$ cat config.mk
export PLATFORM = sky130hd
export DESIGN_NAME = tcr_resolver
export DESIGN_NICKNAME = d
export VERILOG_FILES = /design/src/rtl/tcr_pkg.sv /design/src/rtl/tcr_rst_sync.sv /design/src/rtl/tcr_quad_decode.sv /design/src/rtl/tcr_proc_bound.sv /design/src/rtl/tcr_entry_unpack.sv /design/src/rtl/tcr_resolver.sv
export SDC_FILE = /design/constraint.sdc
export NUM_CORES = 1
export LEC_CHECK = 0
export BUFFER_PORTS_ARGS = -buffer_cell sky130_fd_sc_hd__buf_2
export CAP_MARGIN = 5
export CORE_AREA = 2 2 222 224
export CTS_CLUSTER_DIAMETER = 200
export DETAILED_ROUTE_END_ITERATION = 12
export DIE_AREA = 0 0 224 226
export PLACE_DENSITY = 0.68
export SETUP_SLACK_MARGIN = 0.2
export SLEW_MARGIN = 20
export SYNTH_ARGS = -nofsm -noshare
export SYNTH_HDL_FRONTEND = slang
export SYNTH_HIERARCHICAL = 1
export SYNTH_SLANG_ARGS = --single-unit
$ cat constraint.sdc
create_clock -name clk -period 2.2 [get_ports clk]
set_input_delay 0.44 -clock clk [delete_from_list [all_inputs] [get_ports clk]]
set_output_delay 0.44 -clock clk [all_outputs]
set_load 0.02 [all_outputs]
$ cat src/rtl/tcr_pkg.sv
package tcr_pkg;

  localparam int ADDR_W        = 64;
  localparam int ENTRY_SHIFT   = 4;   // process-table entry is 16 bytes
  localparam int TBL_MIN_SHIFT = 12;  // table bytes = 2^(size field + 12)
  localparam int PRTS_W        = 5;
  localparam int RSZ_W         = 5;
  localparam int TSZ_W         = 6;
  localparam int RSZ_LSB       = 0;
  localparam int BASE_LSB      = 8;
  localparam int BASE_MSB      = 55;
  localparam int TSZ_LSB       = 56;
  localparam int REAL_CLR      = 4;   // top bits cleared in real mode

  typedef enum logic [1:0] {
    ACC_LOAD  = 2'd0,
    ACC_STORE = 2'd1,
    ACC_FETCH = 2'd2
  } acc_e;

  typedef enum logic [2:0] {
    FK_NONE  = 3'd0,
    FK_ISEG  = 3'd1,
    FK_DSEG  = 3'd2,
    FK_ISTOR = 3'd3,
    FK_DSTOR = 3'd4
  } fkind_e;

  typedef enum logic [1:0] {
    FC_NONE   = 2'd0,
    FC_NOENT  = 2'd1,
    FC_BADCFG = 2'd2
  } fcause_e;

  typedef enum logic [2:0] {
    ST_IDLE,
    ST_CHECK,
    ST_RDREQ,
    ST_RDWAIT,
    ST_DONE
  } st_e;

  typedef struct packed {
    logic              real_m;
    logic              fault;
    fkind_e            kind;
    fcause_e           cause;
    logic              store;
    logic [2:0]        perm;
    logic [ADDR_W-1:0] faddr;
    logic [ADDR_W-1:0] addr;
  } outcome_t;

  function automatic outcome_t mk_fault(fkind_e k, fcause_e c, acc_e a,
                                        logic [ADDR_W-1:0] ea,
                                        logic [ADDR_W-1:0] walk);
    outcome_t o;
    o        = '0;
    o.fault  = 1'b1;
    o.kind   = k;
    o.cause  = c;
    o.store  = (k == FK_DSTOR) && (a == ACC_STORE);
    o.faddr  = (a == ACC_FETCH) ? '0 : ea;
    o.addr   = walk;
    return o;
  endfunction

endpackage

$ cat src/rtl/tcr_rst_sync.sv
module tcr_rst_sync (
  input  logic clk,
  input  logic rst_n_in,
  output logic rst_n_out
);
  logic [1:0] sync_q;

  always_ff @(posedge clk or negedge rst_n_in) begin
    if (!rst_n_in) sync_q <= 2'b00;
    else           sync_q <= {sync_q[0], 1'b1};
  end

  assign rst_n_out = sync_q[1];
endmodule

$ cat src/rtl/tcr_quad_decode.sv
module tcr_quad_decode #(
  parameter int PID_W  = 20,
  parameter int LPID_W = 12
) (
  input  logic [1:0]        quad,
  input  logic              hv,
  input  logic [PID_W-1:0]  pid_reg,
  input  logic [LPID_W-1:0] lpid_reg,
  output logic [LPID_W-1:0] lpid,
  output logic [PID_W-1:0]  pid,
  output logic              legal
);
  always_comb begin
    lpid  = '0;
    pid   = '0;
    legal = 1'b1;
    if (hv) begin
      case (quad)
        2'd0: pid = pid_reg;
        2'd1: begin lpid = lpid_reg; pid = pid_reg; end
        2'd2: lpid = lpid_reg;
        default: ;
      endcase
    end else begin
      case (quad)
        2'd0: begin lpid = lpid_reg; pid = pid_reg; end
        2'd3: lpid = lpid_reg;
        default: legal = 1'b0;
      endcase
    end
  end
endmodule

$ cat src/rtl/tcr_proc_bound.sv
module tcr_proc_bound
  import tcr_pkg::*;
#(
  parameter int PID_W = 20
) (
  input  logic [PID_W-1:0]  pid,
  input  logic [PRTS_W-1:0] size_field,
  output logic [ADDR_W-1:0] offset,
  output logic              over
);
  localparam int SH_W     = 7;
  localparam int PID_BIAS = TBL_MIN_SHIFT - ENTRY_SHIFT;

  logic [SH_W-1:0]  sh;
  logic [PID_W-1:0] hi;

  assign offset = ADDR_W'(pid) << ENTRY_SHIFT;
  // PID*16 >= 2^(s+12)  <=>  PID >= 2^(s+8)
  assign sh     = SH_W'(size_field) + SH_W'(PID_BIAS);
  assign hi     = pid >> sh;
  assign over   = |hi;
endmodule

$ cat src/rtl/tcr_entry_unpack.sv
module tcr_entry_unpack
  import tcr_pkg::*;
(
  input  logic [ADDR_W-1:0] dw,
  output logic [ADDR_W-1:0] root_base,
  output logic [RSZ_W-1:0]  root_size,
  output logic [TSZ_W-1:0]  tree_size
);
  localparam int BASE_W = BASE_MSB - BASE_LSB + 1;

  logic unused_bits;

  assign root_base   = ADDR_W'({dw[BASE_MSB:BASE_LSB], {BASE_LSB{1'b0}}});
  assign root_size   = dw[RSZ_LSB +: RSZ_W];
  assign tree_size   = dw[TSZ_LSB +: TSZ_W];
  assign unused_bits = ^{dw[ADDR_W-1:TSZ_LSB+TSZ_W], dw[BASE_LSB-1:RSZ_LSB+RSZ_W],
                         BASE_W[0]};
endmodule

$ cat src/rtl/tcr_resolver.sv
module tcr_resolver
  import tcr_pkg::*;
#(
  parameter int PID_W  = 20,
  parameter int LPID_W = 12
) (
  input  logic              clk,
  input  logic              rst_n,
  input  logic              req_valid,
  output logic              req_ready,
  input  logic [63:0]       req_ea,
  input  logic [1:0]        req_acc,
  input  logic              mode_hv,
  input  logic              mode_ir,
  input  logic              mode_dr,
  input  logic [PID_W-1:0]  pid_reg,
  input  logic [LPID_W-1:0] lpid_reg,
  output logic [LPID_W-1:0] pt_lpid,
  input  logic              pt_host_radix,
  input  logic [63:0]       pt_proc_base,
  input  logic [4:0]        pt_proc_size,
  output logic              mem_req_valid,
  input  logic              mem_req_ready,
  output logic [63:0]       mem_req_addr,
  input  logic              mem_rsp_valid,
  input  logic [63:0]       mem_rsp_data,
  output logic              done_valid,
  output logic              done_real,
  output logic              done_fault,
  output logic [2:0]        done_fault_kind,
  output logic [1:0]        done_fault_cause,
  output logic              done_fault_store,
  output logic [63:0]       done_fault_addr,
  output logic [2:0]        done_perm,
  output logic [63:0]       done_addr,
  output logic [LPID_W-1:0] done_lpid,
  output logic [PID_W-1:0]  done_pid,
  output logic [63:0]       done_root_base,
  output logic [4:0]        done_root_size,
  output logic [5:0]        done_tree_size
);
  localparam int AW      = ADDR_W;
  localparam int QUAD_HI = AW - 1;
  localparam int QUAD_LO = AW - 2;
  localparam logic [AW-1:0] REAL_MASK = {{REAL_CLR{1'b0}}, {(AW-REAL_CLR){1'b1}}};
  localparam logic [AW-1:0] WALK_MASK = {2'b00, {(AW-2){1'b1}}};

  // reset: asserted asynchronously, released on a clock edge
  logic rst_n_s;
  tcr_rst_sync u_rst (.clk(clk), .rst_n_in(rst_n), .rst_n_out(rst_n_s));

  // state
  st_e               state_q, state_d;
  logic [AW-1:0]     ea_q;
  acc_e              acc_q;
  logic              hv_q;
  logic [LPID_W-1:0] lpid_q;
  logic [PID_W-1:0]  pid_q;
  logic              ctx_ld;
  outcome_t          res_q, res_d;
  logic              res_ld;
  logic [AW-1:0]     rd_addr_q, rd_addr_d;
  logic              rd_ld;
  logic [AW-1:0]     root_base_q;
  logic [RSZ_W-1:0]  root_size_q;
  logic [TSZ_W-1:0]  tree_q;
  logic              root_ld;

  // combinational helpers
  acc_e              req_acc_e;
  logic              accept;
  logic              real_req;
  logic              bad_cfg;
  logic [LPID_W-1:0] dec_lpid;
  logic [PID_W-1:0]  dec_pid;
  logic              dec_legal;
  logic [AW-1:0]     tbl_off;
  logic              tbl_over;
  logic [AW-1:0]     up_base;
  logic [RSZ_W-1:0]  up_rsize;
  logic [TSZ_W-1:0]  up_tsize;

  assign req_acc_e = acc_e'(req_acc);
  assign accept    = req_valid && (state_q == ST_IDLE);
  assign real_req  = mode_hv && ((req_acc_e == ACC_FETCH) ? !mode_ir : !mode_dr);
  assign bad_cfg   = !pt_host_radix || ((lpid_q == '0) && !hv_q);

  tcr_quad_decode #(.PID_W(PID_W), .LPID_W(LPID_W)) u_quad (
    .quad     (req_ea[QUAD_HI:QUAD_LO]),
    .hv       (mode_hv),
    .pid_reg  (pid_reg),
    .lpid_reg (lpid_reg),
    .lpid     (dec_lpid),
    .pid      (dec_pid),
    .legal    (dec_legal)
  );

  tcr_proc_bound #(.PID_W(PID_W)) u_bound (
    .pid        (pid_q),
    .size_field (pt_proc_size),
    .offset     (tbl_off),
    .over       (tbl_over)
  );

  tcr_entry_unpack u_unpack (
    .dw        (mem_rsp_data),
    .root_base (up_base),
    .root_size (up_rsize),
    .tree_size (up_tsize)
  );

  // next-state logic
  always_comb begin
    state_d   = state_q;
    res_d     = res_q;
    res_ld    = 1'b0;
    ctx_ld    = 1'b0;
    rd_ld     = 1'b0;
    rd_addr_d = rd_addr_q;
    root_ld   = 1'b0;
    case (state_q)
      ST_IDLE: begin
        if (accept) begin
          ctx_ld = 1'b1;
          res_ld = 1'b1;
          res_d  = '0;
          if (real_req) begin
            res_d.real_m = 1'b1;
            res_d.perm   = 3'b111;
            res_d.addr   = req_ea & REAL_MASK;
            state_d      = ST_DONE;
          end else if (!dec_legal) begin
            res_d   = mk_fault((req_acc_e == ACC_FETCH) ? FK_ISEG : FK_DSEG,
                               FC_NONE, req_acc_e, req_ea, req_ea & WALK_MASK);
            state_d = ST_DONE;
          end else begin
            res_d.addr = req_ea & WALK_MASK;
            state_d    = ST_CHECK;
          end
        end
      end
      ST_CHECK: begin
        if (bad_cfg || tbl_over) begin
          res_ld  = 1'b1;
          res_d   = mk_fault((acc_q == ACC_FETCH) ? FK_ISTOR : FK_DSTOR,
                             bad_cfg ? FC_BADCFG : FC_NOENT,
                             acc_q, ea_q, res_q.addr);
          state_d = ST_DONE;
        end else begin
          rd_ld     = 1'b1;
          rd_addr_d = pt_proc_base + tbl_off;
          state_d   = ST_RDREQ;
        end
      end
      ST_RDREQ: begin
        if (mem_req_ready) state_d = ST_RDWAIT;
      end
      ST_RDWAIT: begin
        if (mem_rsp_valid) begin
          root_ld = 1'b1;
          state_d = ST_DONE;
        end
      end
      ST_DONE: state_d = ST_IDLE;
      default: state_d = ST_IDLE;
    endcase
  end

  // control register
  always_ff @(posedge clk or negedge rst_n_s) begin
    if (!rst_n_s) state_q <= ST_IDLE;
    else          state_q <= state_d;
  end

  // datapath registers (no reset, explicit enables)
  always_ff @(posedge clk) begin
    if (ctx_ld) begin
      ea_q   <= req_ea;
      acc_q  <= req_acc_e;
      hv_q   <= mode_hv;
      lpid_q <= dec_lpid;
      pid_q  <= dec_pid;
    end
    if (res_ld) res_q <= res_d;
    if (rd_ld)  rd_addr_q <= rd_addr_d;
    if (root_ld) begin
      root_base_q <= up_base;
      root_size_q <= up_rsize;
      tree_q      <= up_tsize;
    end
  end

  // outputs
  assign req_ready        = (state_q == ST_IDLE);
  assign pt_lpid          = lpid_q;
  assign mem_req_valid    = (state_q == ST_RDREQ);
  assign mem_req_addr     = rd_addr_q;
  assign done_valid       = (state_q == ST_DONE);
  assign done_real        = res_q.real_m;
  assign done_fault       = res_q.fault;
  assign done_fault_kind  = res_q.kind;
  assign done_fault_cause = res_q.cause;
  assign done_fault_store = res_q.store;
  assign done_fault_addr  = res_q.faddr;
  assign done_perm        = res_q.perm;
  assign done_addr        = res_q.addr;
  assign done_lpid        = lpid_q;
  assign done_pid         = pid_q;
  assign done_root_base   = root_base_q;
  assign done_root_size   = root_size_q;
  assign done_tree_size   = tree_q;

endmodule

==> results by group <==
Logic synthesis
  • Syn Inst Count: 1357
  • Area share of the largest cell type after synthesis: 0.620
  • FFs w/ async S/R, synth: 0.0133
  • Ys Warns: 6
  • Sequential cell area fraction in the yosys report: 0.627
  • Synth Area per Inst: 13.3 µm²
  • EDFF count, synth: 372
  • Ys flop type: edfxtp_1
  • Cell taking the most area after synthesis: edfxtp_1
  • Yosys cell types: 75
  • Post-Syn Area: around 18000 µm²
  • Number of synthesized register bits: 377
  • Top cells by area, synth: edfxtp_1, buf_4, ha_1

Die
  • Die height: 226 µm
  • I/O pin count: 565
  • Number of core rows: 81
  • Die Width: 224 µm
  • Core region area: 48300 µm²
  • Die area: about 51000 µm²
  • Initial Utilization: 0.373

Route
  • Routed wire length: ~54 mm
  • Via count: roughly 13000
  • Drc violations: 0
  • First-pass DRT Iterations: 5
  • ANT nets after route: 0
  • Drt wl/cell: 19.6 µm
  • Number of vias per cell: 4.92
  • Initial DRC Count: 812

STA
  • Layout Skew: 0.0386 ns
  • RSZ-0062 raised after global routing: true
  • Slew headroom: 0.587
  • F_max: 346 MHz
  • Hold WS: about 0.044 ns
  • Fin crit share: 1.31
  • Worst slew pin tran: roughly 0.62 ns
  • Hold Violations, Final: 0
  • Final Max Tran Viols: 0
  • Worst Slack Setup Final: -0.692 ns
  • Total negative slack: -90.56 ns
  • Setup violations, final: 183
  • Fin crit period: 2.89 ns

Critical path
  • Crit end category: register
  • Worst EP arrival: roughly 3.2 ns
  • Max FO, Critical Path: 4
  • CP Data Required Time: 2.52 ns
  • CP Class: register to register
  • Critical path launch point type: register

Placed design
  • # port buffers: between 500 and 600
  • Hpwl dp: 40.3 mm
  • Last weighted congestion value of the routability-driven placer: 0.893

Clock tree
  • Clk Latency, worst-skew pair: ~0.57 ns
  • Max Buffers Root-to-Sink: 3
  • CTS Sinks: 377
  • CTS Root Cell: clkbuf_16
  • CTS tree: yes
  • Htree depth: 2
  • TritonCTS Buffers: 41
  • Reg clk slew, reported paths: 0.06 ns

Global route
  • Largest net degree at the start of global routing: 67
  • Grt ovf: 0
  • Total Routing Usage GR: 0.203
  • Vias in the first global route: between 10000 and 15000
  • Initial antenna violation count: 6
  • First-pass GRT wire length: 77.7 mm

Power
  • Peak VDD IR: 0.885 mV
  • P per Cell Area: 1110 nW/µm²
  • P_leak: around 11 nW
  • Pwr Total: 0.0281 W

Job
  • Max_cap viols: 0

Cells and area
  • Layout cells sized above 1: 0.486
  • Reg area: 11300 µm²
  • Nets: about 2400
  • Commonest non-fill, non-tap cell in the layout: buf_2
  • Area growth from synthesis to layout: 40.9%
  • # fillers: 4190
  • Area of the multi-input gates: 6400 µm²
  • Commonest non-fill, non-tap cells in the layout: buf_2, edfxtp_1, buf_4, and2_1, a21oi_1

Hold path
  • HP Class: register to asynchronous set/reset pin

Status
  • Failing checks: setup timing
  • Status: finished with violations
cells by family (layout without fill, tap and decap cells):
| logic type | after synthesis | in the layout | share of synthesized area |
|---|---|---|---|
| XOR/XNOR | 64 | 64 | 0.0311 |
| adder cells (fa/ha/maj) | 66 | 66 | 0.0463 |
| buffers and inverters | 223 | 914 | 0.0803 |
| AND/OR/NAND/NOR | 301 | 301 | 0.0874 |
| flip-flops | 377 | 377 | 0.627 |
| multiplexers | 3 | 3 | 0.00201 |
| AO/OA/AOI/OAI | 319 | 319 | 0.125 |
| other | 4 | 72 | 0.000833 |
final timing paths:
check                                 start                  to  slack, ns  cells past startpoint
setup / recovery               done_pid[13]    mem_req_addr[38]      -0.69                     13
min in group clk           mem_rsp_data[55]  done_root_base[55]       0.06                      1
hold reg to reg             u_rst/sync_q[1]          state_q[0]       0.04                      0
setup reg to reg               done_pid[13]    mem_req_addr[38]      -0.69                     13
hold / removal              u_rst/sync_q[1]          state_q[0]       0.04                      0
max in group asynchronous             rst_n     u_rst/sync_q[0]       1.87                      2
worst max-delay path: stages, from the launching register on:
cell      delay (ns)
edfxtp_1        0.50
ha_4            0.33
nand4_1         0.14
buf_6           0.17
nor3_2          0.10
inv_1           0.07
a211oi_2        0.14
buf_4           0.17
o21ai_4         0.08
a211oi_4        0.34
buf_4           0.19
nor2_4          0.04
o41ai_2         0.27
xnor2_1         0.10
layer usage:
| layer | GRT usage | up-vias | part of all wire |
|---|---|---|---|
| met5 | 0 | - | 0.00048 |
| met4 | 0.0559 | 4 | 0.022 |
| met3 | 0.0647 | 76 | 0.086 |
| met2 | 0.349 | 529 | 0.50 |
| met1 | 0.244 | 6545 | 0.39 |
| li1 | - | 6314 | - |
synth_stat cells (17+ instances only):
library cell,instances
a21o_1,32
a21oi_1,87
a22o_1,64
and2_1,74
buf_4,157
clkbuf_1,28
edfxtp_1,372
ha_1,65
inv_1,22
nand2_1,65
nand4_1,20
nor2_1,63
nor2b_1,28
o21ai_0,49
o21bai_1,17
xnor2_1,34
xor2_1,30
state kept, by name, indices dropped and copies added (netlist names):
| name | cells |
|---|---|
| done_tree_size | 6 |
| hv_q | 1 |
| done_fault_addr | 64 |
| done_pid | 20 |
| done_addr | 62 |
| ea_q | 64 |
| done_fault_store | 1 |
| done_lpid | 12 |
| done_root_base | 64 |
| done_root_size | 5 |
| done_perm | 1 |
| done_fault | 1 |
| state_q | 3 |
| mem_req_addr | 64 |
| acc_q | 2 |
| done_fault_kind | 3 |
| done_fault_cause | 2 |
| u_rst/sync_q | 2 |
cell type report:
class	count	area share
tap	622	0.0307
antenna	9	0.000887
clock inverter	26	0.00863
multi-input combinational	816	0.252
timing repair buffer	817	0.217
sequential	377	0.445
inverter	22	0.00325
clock buffer	49	0.0416
through the flow:
step,setup slack [ns],utilization,std cells,area (µm²)
6_report,-0.692,0.525,2738,25400
5_1_grt,-0.849,0.525,2732,25400
4_1_cts,-0.656,0.512,2706,24800
3_5_place_dp,-0.935,0.465,2589,22500
3_3_place_gp,-0.880,0.465,2589,22500
2_1_floorplan,-1.24,-,1416,18700
where the power goes:
group	internal (W)	switching, W
clock	0.00369	0.00287
sequential	0.0102	0.000536
combinational	0.00466	0.00617
total	0.0185	0.00957
repair_timing:
action,4_1_cts,5_1_grt
resized for setup,100,60
cloned,12,5
endpoints found under the hold margin,2,0
pin swaps,33,33
endpoints found under the setup margin,194,196
buffers inserted,29,18
hold buffers,1,0
Note: power is estimated with default switching activity, not from simulation.
